===== config.mk =====
export PLATFORM = sky130hd
export DESIGN_NAME = uart_txq_ctrl
export DESIGN_NICKNAME = d
export VERILOG_FILES = /design/src/rtl/txq_pkg.sv /design/src/rtl/txq_store.sv /design/src/rtl/txq_flags.sv /design/src/rtl/uart_txq_ctrl.sv
export SDC_FILE = /design/constraint.sdc
export NUM_CORES = 1
export LEC_CHECK = 0
export BUFFER_PORTS_ARGS = -buffer_cell sky130_fd_sc_hd__buf_2
export CORE_MARGIN = 2
export CORE_UTILIZATION = 63
export CTS_BUF_LIST = sky130_fd_sc_hd__clkbuf_4
export CTS_CLUSTER_SIZE = 20
export DETAILED_ROUTE_END_ITERATION = 10
export HOLD_SLACK_MARGIN = 0.03
export PLACE_DENSITY = 0.81
export RECOVER_POWER = 25
export SETUP_SLACK_MARGIN = 0.4
export SYNTH_ARGS = -nofsm -noshare
export SYNTH_HDL_FRONTEND = slang
export SYNTH_SLANG_ARGS = --single-unit

===== constraint.sdc =====
create_clock -name clk -period 3 [get_ports clk]
set_input_delay 0.3 -clock clk [delete_from_list [all_inputs] [get_ports clk]]
set_output_delay 0.3 -clock clk [all_outputs]
set_load 0.02 [all_outputs]

===== src/rtl/txq_pkg.sv =====
package txq_pkg;
  typedef enum logic {
    SHIFT_IDLE = 1'b0,
    SHIFT_BUSY = 1'b1
  } shift_state_t;
endpackage


===== src/rtl/txq_store.sv =====
module txq_store #(
  parameter int DEPTH = 16,
  parameter int DW    = 8,
  localparam int AW   = $clog2(DEPTH),
  localparam int CW   = AW + 1
) (
  input  logic          clk,
  input  logic          rst_n,
  input  logic          push,
  input  logic          pop,
  input  logic          flush,
  input  logic [DW-1:0] din,
  output logic [DW-1:0] dout,
  output logic [CW-1:0] count,
  output logic          full,
  output logic          empty
);
  logic [DW-1:0] slot_q [DEPTH];
  logic [AW-1:0] wptr_q, wptr_d, rptr_q, rptr_d;
  logic [CW-1:0] cnt_q, cnt_d;

  function automatic logic [AW-1:0] bump(input logic [AW-1:0] p);
    return (p == AW'(DEPTH - 1)) ? '0 : p + 1'b1;
  endfunction

  always_comb begin
    wptr_d = wptr_q;
    rptr_d = rptr_q;
    cnt_d  = cnt_q;
    if (flush) begin
      wptr_d = '0;
      rptr_d = '0;
      cnt_d  = '0;
    end else begin
      if (push) wptr_d = bump(wptr_q);
      if (pop)  rptr_d = bump(rptr_q);
      case ({push, pop})
        2'b10:   cnt_d = cnt_q + 1'b1;
        2'b01:   cnt_d = cnt_q - 1'b1;
        default: cnt_d = cnt_q;
      endcase
    end
  end

  always_ff @(posedge clk or negedge rst_n) begin
    if (!rst_n) begin
      wptr_q <= '0;
      rptr_q <= '0;
      cnt_q  <= '0;
    end else begin
      wptr_q <= wptr_d;
      rptr_q <= rptr_d;
      cnt_q  <= cnt_d;
    end
  end

  generate
    for (genvar g = 0; g < DEPTH; g++) begin : g_slot
      always_ff @(posedge clk) begin
        if (push && !flush && (wptr_q == AW'(g))) slot_q[g] <= din;
      end
    end
  endgenerate

  assign dout  = slot_q[rptr_q];
  assign count = cnt_q;
  assign full  = (cnt_q == CW'(DEPTH));
  assign empty = (cnt_q == '0);


  no_overflow_chk: assert property (@(posedge clk) disable iff (!rst_n)
    push |-> !full);

  cnt_bound_chk: assert property (@(posedge clk) disable iff (!rst_n)
    cnt_q <= CW'(DEPTH));

  flush_empties_chk: assert property (@(posedge clk) disable iff (!rst_n)
    flush |=> empty);
endmodule


===== src/rtl/txq_flags.sv =====
module txq_flags #(
  parameter int CW = 5
) (
  input  logic          clk,
  input  logic          rst_n,
  input  logic          turn_on,
  input  logic          turn_off,
  input  logic          on_q,
  input  logic          wr_acc,
  input  logic          pop,
  input  logic [CW-1:0] count,
  input  logic          stop_done,
  output logic          tx_ready,
  output logic          tx_empty
);
  logic rdy_q, rdy_d, emt_q, emt_d;
  logic last_out;

  assign last_out = pop && (count == CW'(1));

  always_comb begin
    rdy_d = rdy_q;
    emt_d = emt_q;
    if (turn_off || wr_acc) begin
      rdy_d = 1'b0;
      emt_d = 1'b0;
    end else begin
      if (turn_on || last_out) rdy_d = 1'b1;
      if (stop_done && on_q && (count == '0)) emt_d = 1'b1;
    end
  end

  always_ff @(posedge clk or negedge rst_n) begin
    if (!rst_n) begin
      rdy_q <= 1'b0;
      emt_q <= 1'b0;
    end else begin
      rdy_q <= rdy_d;
      emt_q <= emt_d;
    end
  end

  assign tx_ready = rdy_q;
  assign tx_empty = emt_q;


  wr_clears_chk: assert property (@(posedge clk) disable iff (!rst_n)
    wr_acc |=> !tx_ready && !tx_empty);

  off_clears_chk: assert property (@(posedge clk) disable iff (!rst_n)
    turn_off |=> !tx_ready && !tx_empty);
endmodule


===== src/rtl/uart_txq_ctrl.sv =====
module uart_txq_ctrl #(
  parameter int DEPTH = 16,
  parameter int DW    = 8,
  localparam int AW   = $clog2(DEPTH),
  localparam int CW   = AW + 1
) (
  input  logic          clk,
  input  logic          rst_n,
  input  logic          wr_en,
  input  logic [DW-1:0] wr_data,
  input  logic          enable_cmd,
  input  logic          disable_cmd,
  input  logic          load_ack,
  input  logic          stop_done,
  output logic [DW-1:0] head_data,
  output logic          load_req,
  output logic          tx_ready,
  output logic          tx_empty
);
  import txq_pkg::*;

  logic          on_q, on_d;
  shift_state_t  sh_q, sh_d;
  logic          wr_acc, pop, turn_on;
  logic [CW-1:0] count;
  logic          full, empty;

  assign turn_on = enable_cmd && !disable_cmd && !on_q;
  assign wr_acc  = wr_en && on_q && !full && !disable_cmd;
  assign pop     = load_ack && load_req;

  always_comb begin
    on_d = on_q;
    if (disable_cmd)     on_d = 1'b0;
    else if (enable_cmd) on_d = 1'b1;
    sh_d = sh_q;
    case (sh_q)
      SHIFT_IDLE: if (pop)       sh_d = SHIFT_BUSY;
      SHIFT_BUSY: if (stop_done) sh_d = SHIFT_IDLE;
      default:                   sh_d = SHIFT_IDLE;
    endcase
  end

  always_ff @(posedge clk or negedge rst_n) begin
    if (!rst_n) begin
      on_q <= 1'b0;
      sh_q <= SHIFT_IDLE;
    end else begin
      on_q <= on_d;
      sh_q <= sh_d;
    end
  end

  txq_store #(.DEPTH(DEPTH), .DW(DW)) u_store (
    .clk   (clk),
    .rst_n (rst_n),
    .push  (wr_acc),
    .pop   (pop),
    .flush (disable_cmd),
    .din   (wr_data),
    .dout  (head_data),
    .count (count),
    .full  (full),
    .empty (empty)
  );

  txq_flags #(.CW(CW)) u_flags (
    .clk       (clk),
    .rst_n     (rst_n),
    .turn_on   (turn_on),
    .turn_off  (disable_cmd),
    .on_q      (on_q),
    .wr_acc    (wr_acc),
    .pop       (pop),
    .count     (count),
    .stop_done (stop_done),
    .tx_ready  (tx_ready),
    .tx_empty  (tx_empty)
  );

  assign load_req = on_q && !empty && (sh_q == SHIFT_IDLE);


  off_means_empty_chk: assert property (@(posedge clk) disable iff (!rst_n)
    !on_q |-> empty);

  ready_tracks_queue_chk: assert property (@(posedge clk) disable iff (!rst_n)
    tx_ready == (on_q && empty));

  load_holds_off_chk: assert property (@(posedge clk) disable iff (!rst_n)
    pop |=> !load_req);

  off_wins_chk: assert property (@(posedge clk) disable iff (!rst_n)
    (enable_cmd && disable_cmd) |=> !on_q);
endmodule


# Word level (Yosys, flattened, before mapping)
# Memory sizes are Yosys's and may differ from the RTL's.
# Index checks and enable logic that the tools add are counted.
# W data, S select, Z words.
totals:
  mem_count: 1
  elab_cells: 184
  out_inout_bits: 11
  reg_bits: 17
  mem_bits_rw: 128
  inputBits: 15
mem_list:
  columns: ["memory", "depth", "width", "rd", "rd_clocked_by_memory_dff", "write_ports", "line_no", "text"]
  rows:
  - ["u_store.slot_q", 16, 8, 1, 0, 1, "txq_store.sv:18", "logic [DW-1:0] slot_q [DEPTH];"]
op_classes:
  n_reduce_logical: 57
  n_mux: 94
  bitwise_logic: 1
  addsub: 4
  n_eq_ne: 20
op_table:
  columns: ["cell", "n"]
  rows:
  - ["$mux W8", 15]
  - ["$reduce_or A8 Y1", 15]
  - ["$mux W4", 21]
  - ["$mux W1", 55]
  - ["$eq A4 B4 Y1 const B", 9]
  - ["$logic_and A1 B1 Y1", 28]
  - ["$eq A4 B3 Y1 const B", 4]
  - ["$pmux W5 S2", 1]
  - ["$reduce_bool A2 Y1", 5]
  - ["$add A4 B1 Y4 const B", 2]
  - ["$eq A4 B2 Y1 const B", 2]
  - ["$add A5 B1 Y5 const B", 1]
  - ["$eq A5 B1 Y1 const B", 1]
  - ["$eq A5 B5 Y1 const B", 1]
  - ["$logic_not A5 Y1", 1]
  - ["$mux W5", 1]
  - ["$sub A5 B1 Y5 const B", 1]
  - ["$eq A4 B1 Y1 const B", 1]
  - ["$logic_not A1 Y1", 4]
  - ["$logic_not A4 Y1", 1]
  - ["$reduce_bool A3 Y1", 1]
  - ["$eq A2 B1 Y1 const B", 1]
  - ["$eq A2 B2 Y1 const B", 1]
  - ["$logic_or A1 B1 Y1", 2]
  - ["2 further kinds", 2]

# Longest topological paths before layout
logic_depth:
  depth_word: 24
  depth_mapped: 8
  ltp_nobuf: 7

# By module
# From an unflattened synthesis, not the netlist that was laid out.
unflattened:
  hier_cells: 363
  hier_area_um2: 6047.0
modules_own_cells:
  columns: ["mod", "area_each_um2", "n_inst", "cells_each", "seq_area_each_um2"]
  rows:
  - ["txq_store", 5841.9, 1, 345, 4169.0]
  - ["uart_txq_ctrl", 106.4, 1, 10, 50.0]
  - ["txq_flags", 98.8, 1, 8, 50.0]

# Worst setup path after synthesis
# Ideal clock, no wire load.
synth_path:
  path_type: "register to register"
  start: "reg u_store.cnt_q[0] (netlist: u_store.count[0])"
  end: "mem u_store.slot_q[2][0] (enable)"
  t_required_ns: 2.617
  t_arrival_ns: 2.126
  setup_time_ns: 0.383
  n_path_buf: 1
  path_slack_ns: 0.491
  path_stages_with_launch: 9
  synth_period_minus_slack_ns: 2.509
  cell_sequence: "dfrtp_1 -> inv_1 -> ha_1 -> nor4bb_2 -> or2_1 -> buf_4 -> nor2_1 -> nand2_1 -> nor3_1"
synth_between:
  elab_chain_cells: 24
  elab_cells_between_ends: 98
  cone_classes: "eq/ne: 1; mux: 62; reduce/logical: 35"
synth_lines:
  columns: ["item", "line_no", "text"]
  rows:
  - ["start, declared", "txq_store.sv:20", "logic [CW-1:0] cnt_q, cnt_d;"]
  - ["start signal, assigned", "txq_store.sv:53", "cnt_q <= cnt_d;"]
  - ["$eq A5 B5 Y1 (*)", "txq_store.sv:67", "assign full = (cnt_q == CW'(DEPTH));"]
  - ["$logic_not A1 Y1 (*)", "uart_txq_ctrl.sv:29", "assign wr_acc = wr_en && on_q && !full && !disable_cmd;"]
  - ["$logic_and A1 B1 Y1 (*) (2 in a row)", "uart_txq_ctrl.sv:29", null]
  - ["$logic_and A1 B1 Y1 (*)", "txq_store.sv:60", "if (push && !flush && (wptr_q == AW'(g))) slot_q[g] <= din;"]
  - ["$logic_and A1 B1 Y1", "txq_store.sv:60", null]
  - ["$mux W1", "txq_store.sv:60", null]
  - ["$mux W1 (not written as such)", "txq_store.sv:60", null]
  - ["$reduce_or A8 Y1 (no line)", null, null]
  - ["$mux W4 (no line) / $mux W1 (equally long branches) (15 in a row)", null, null]
  - ["end, declared", "txq_store.sv:18", null]
# Mark *: on every way between the ends. The rest lies on a longest branch, timed or not.

# Worst setup path in the final report
layout_path:
  start: "reg u_store.rptr_q[0]"
  end: "out head_data[4]"
layout_between:
  elab_chain_cells: 1
layout_lines:
  columns: ["item", "line_no", "text"]
  rows:
  - ["start, declared", "txq_store.sv:19", "logic [AW-1:0] wptr_q, wptr_d, rptr_q, rptr_d;"]
  - ["start signal, assigned", "txq_store.sv:52", "rptr_q <= rptr_d;"]
  - ["$mem_v2 Z16 W8", null, null]
  - ["end, declared", "uart_txq_ctrl.sv:15", "output logic [DW-1:0] head_data,"]
# Every way passes these cells.

==> impl_metrics.py <==
metrics = {
    "die": {
        "num_io_pins": 26,
        "coreArea_um2": 9280,
        "floorplan.rows": 35,
        "start_util_pct": 65.0,
        "fp.dieW_um": 102,
        "dieArea_um2": 10400,
        "fp.dieH_um": 102,
    },
    "drt": {
        "vias_per_cell": 6.17,
        "wl_per_cell_um": 23.3,
        "routed_wl_mm": 11.9,
        "drcViolationCount": 0,
        "ant_nets": 0,
        "drtIter0Drc": 295,
        "dr.pass1.iters": 5,
        "via_count": 3148,
    },
    "clock_network": {
        "clk_path_buf_depth": 2,
        "root_buffer": "clkbuf_4",
        "htree_levels": 4,
        "clock_sinks": 145,
        "clk_pin_slew_ns": 0.12,
        "numCtsBuffers": 17,
        "clk_latency_ns": 0.53,
        "cts_tree": "done",
    },
    "yosys": {
        "synth-seq-cells": 145,
        "synth_warnings": 0,
        "avgSynthCellArea_um2": 19.2,
        "ys_seq_area_share_pct": 70.7,
        "synth_area_um2": 6040,
        "syn_inst": 315,
        "async_reset_ff_share_pct": 11.7,
        "synthFlopType": "edfxtp_1",
        "synth_edf_count": 128,
        "synth_cell_types": 36,
        "syn-num-nets": 339,
    },
    "timing": {
        "worst_pin_slew_ns": 0.811,
        "final.setup.tns_ns": 0,
        "hold_viol": 0,
        "finalSetupViolCount": 0,
        "relSlewSlack_pct": 45.9,
        "fin_crit_sh_pct": 90.8,
        "slew_viol_final": 0,
        "finClkSkew_ns": 0.0264,
        "period_minus_slack_ns": 2.72,
        "rsz0062_at_grt": "yes",
        "fmax_ghz": 0.367,
    },
    "worst_setup_path": {
        "critPathKind": "flip-flop to output port",
        "cpMaxStageDelayCell": "mux4_1",
        "crit_family": "multiplexers",
        "cp.arrival_ns": 2.42,
        "r2r_slack_ns": 0.61,
        "crit_fanout": 19,
        "startpoint_type": "flip-flop",
        "critical_path.max_stage_delay_ns": 0.59,
        "crit_chain": "buf_12 -> mux4_1 -> mux4_2 -> buf_2",
        "endpoint_kind": "output port",
        "critPathRequiredTime_ns": 2.70,
        "cp.buffers_inverters": 2,
    },
    "power_and_ir_drop": {
        "clockPowerShare_pct": 33.7,
        "p_comb_share_pct": 10.5,
        "power.leakage_uw": 0.00227,
        "p_int_uw": 3110,
        "seqPwrFrac_pct": 55.7,
        "p_sw_share_pct": 23.1,
        "ir_drop_uv": 339,
        "cellPowerDensity_nw_per_um2": 598,
        "netSwitchingPower_uw": 936,
    },
    "finish": {
        "final_common_cell": "edfxtp_1",
        "diodes": 0,
        "drive_above_1_share_pct": 27.8,
        "areaGrowthSynthToFinish_pct": 12.2,
        "nFillCells": 589,
        "fin_nets": 392,
        "fin_cells": 510,
        "final_cell_mix": "edfxtp_1 (128), mux4_2 (28), nor2_1 (25)",
    },
    "placed_design": {
        "post-dp-hpwl_mm": 7.19,
        "routabilityCongestion": 0.842,
        "dp.cells": 471,
        "numPortBuffers": 25,
    },
    "job": {
        "max_cap_violations": 0,
    },
    "outcome": {
        "run_status": "complete, no violations",
    },
    "global_route": {
        "grt_pass1_vias": 3278,
        "antenna_found_initial": 0,
        "grt_start_max_net_pins": 24,
        "gr-usage-all-layers_pct": 25.8,
        "overflow": 0,
        "grt_pass1_wl_mm": 18.5,
    },
    "hold_path": {
        "hold_class": "primary input to flip-flop",
    },
}
[kinds of logic after synthesis]
kind of cell,synth area share [%]
fa+ha+maj,1.87
buf+inv,2.43
flops,70.7
simple gates,5.76
xor+xnor,0.435
mux,16.4
compound gates,2.36
[worst paths after layout]
path,startpoint,end,cells past startpoint
max,u_store.rptr_q[0]$_DFFE_PN0P_,head_data[4],4
min,disable_cmd,on_q$_DFFE_PN0P_,2
max reg2reg,u_store.count[0]$_DFFE_PN0P_,u_store.slot_q[1][3]$_DFFE_PP_,8
min reg2reg,u_flags.tx_empty$_DFFE_PN0P_,u_flags.tx_empty$_DFFE_PN0P_,2
max in group asynchronous,rst_n,u_store.wptr_q[3]$_DFFE_PN0N_,2
min in group asynchronous,rst_n,sh_q$_DFF_PN0_,2
[area by class of cell]
type	instances	area, um^2	area share (%)
sequential	145	4270	63.1
multi-input combinational	148	1600	23.6
timing repair buffer	51	390	5.77
clock inverter	13	186	2.75
tap	129	161	2.38
clock buffer	19	143	2.11
inverter	5	18.8	0.277
[synth_stat cells (all sizes together) (3+ instances only)]
cell / instances / area, um^2
ha: 9 / 113
nor3: 8 / 40.0
a311oi: 3 / 26.3
clkbuf: 4 / 15.0
nand3: 3 / 15.0
nor2: 26 / 97.6
inv: 5 / 18.8
nor2b: 3 / 18.8
edfxtp: 128 / 3840
dfrtp: 17 / 425
mux4: 40 / 968
nand2: 20 / 77.6
o21ai: 4 / 20.0
buf: 13 / 113
a21oi: 8 / 40.0
[through the flow]
step | power [uW] | setup slack, ns | utilization, % | hold slack, ns | instance area (um^2)
3_5_place_dp | 2680 | 0.569 | 68.4 | 0.245 | 6350
2_1_floorplan | 2570 | 0.491 | - | 0.00441 | 6040
4_1_cts | 4070 | 0.233 | 73.0 | 0.120 | 6780
5_1_grt | 4210 | 0.177 | 72.9 | 0.142 | 6770
6_report | 4050 | 0.277 | 72.9 | 0.167 | 6770
3_3_place_gp | 2660 | 0.687 | 68.4 | 0.234 | 6350
[worst reg2reg max path, cell delays in order (launching register included)]
cell and delay (ns):
dfrtp_1 0.46, inv_1 0.09, ha_1 0.24, nor4bb_2 0.19
or2_1 0.33, nor2_2 0.17, nand2_1 0.14, nor3_1 0.25
buf_4 0.24
[power groups by stage]
stage	sequential (uW)	combinational [uW]	clock, uW
floorplan	2290	283	0
global route	2260	465	1480
finish	2260	426	1370
CTS	2250	428	1390
global placement	2300	365	0
detailed placement	2300	381	0
[registers in the layout, indices dropped and copies added, names as in the netlist]
name	flops
on_q	1
sh_q	1
u_flags.tx_empty	1
u_flags.tx_ready	1
u_store.count	5
u_store.rptr_q	4
u_store.slot_q	128
u_store.wptr_q	4
[per-layer routing]
layer / track usage (%) / wire [um] / vias to the layer above
li1: - / - / 1381
met1: 36.0 / 4730 / 1573
met2: 39.0 / 5790 / 170
met3: 6.63 / 980 / 24
met4: 12.6 / 383 / 0
met5: 0 / 0 / -
[repair_timing]
action / 4_1_cts / 5_1_grt
endpoints found under the hold margin: 19 / 0
gates cloned: 2 / 0
gates resized for setup: 10 / 1
endpoints found under the setup margin: 8 / 34
setup buffers: 2 / 0
hold buffers: 3 / 0
Note: power is estimated with default switching activity, not from simulation.
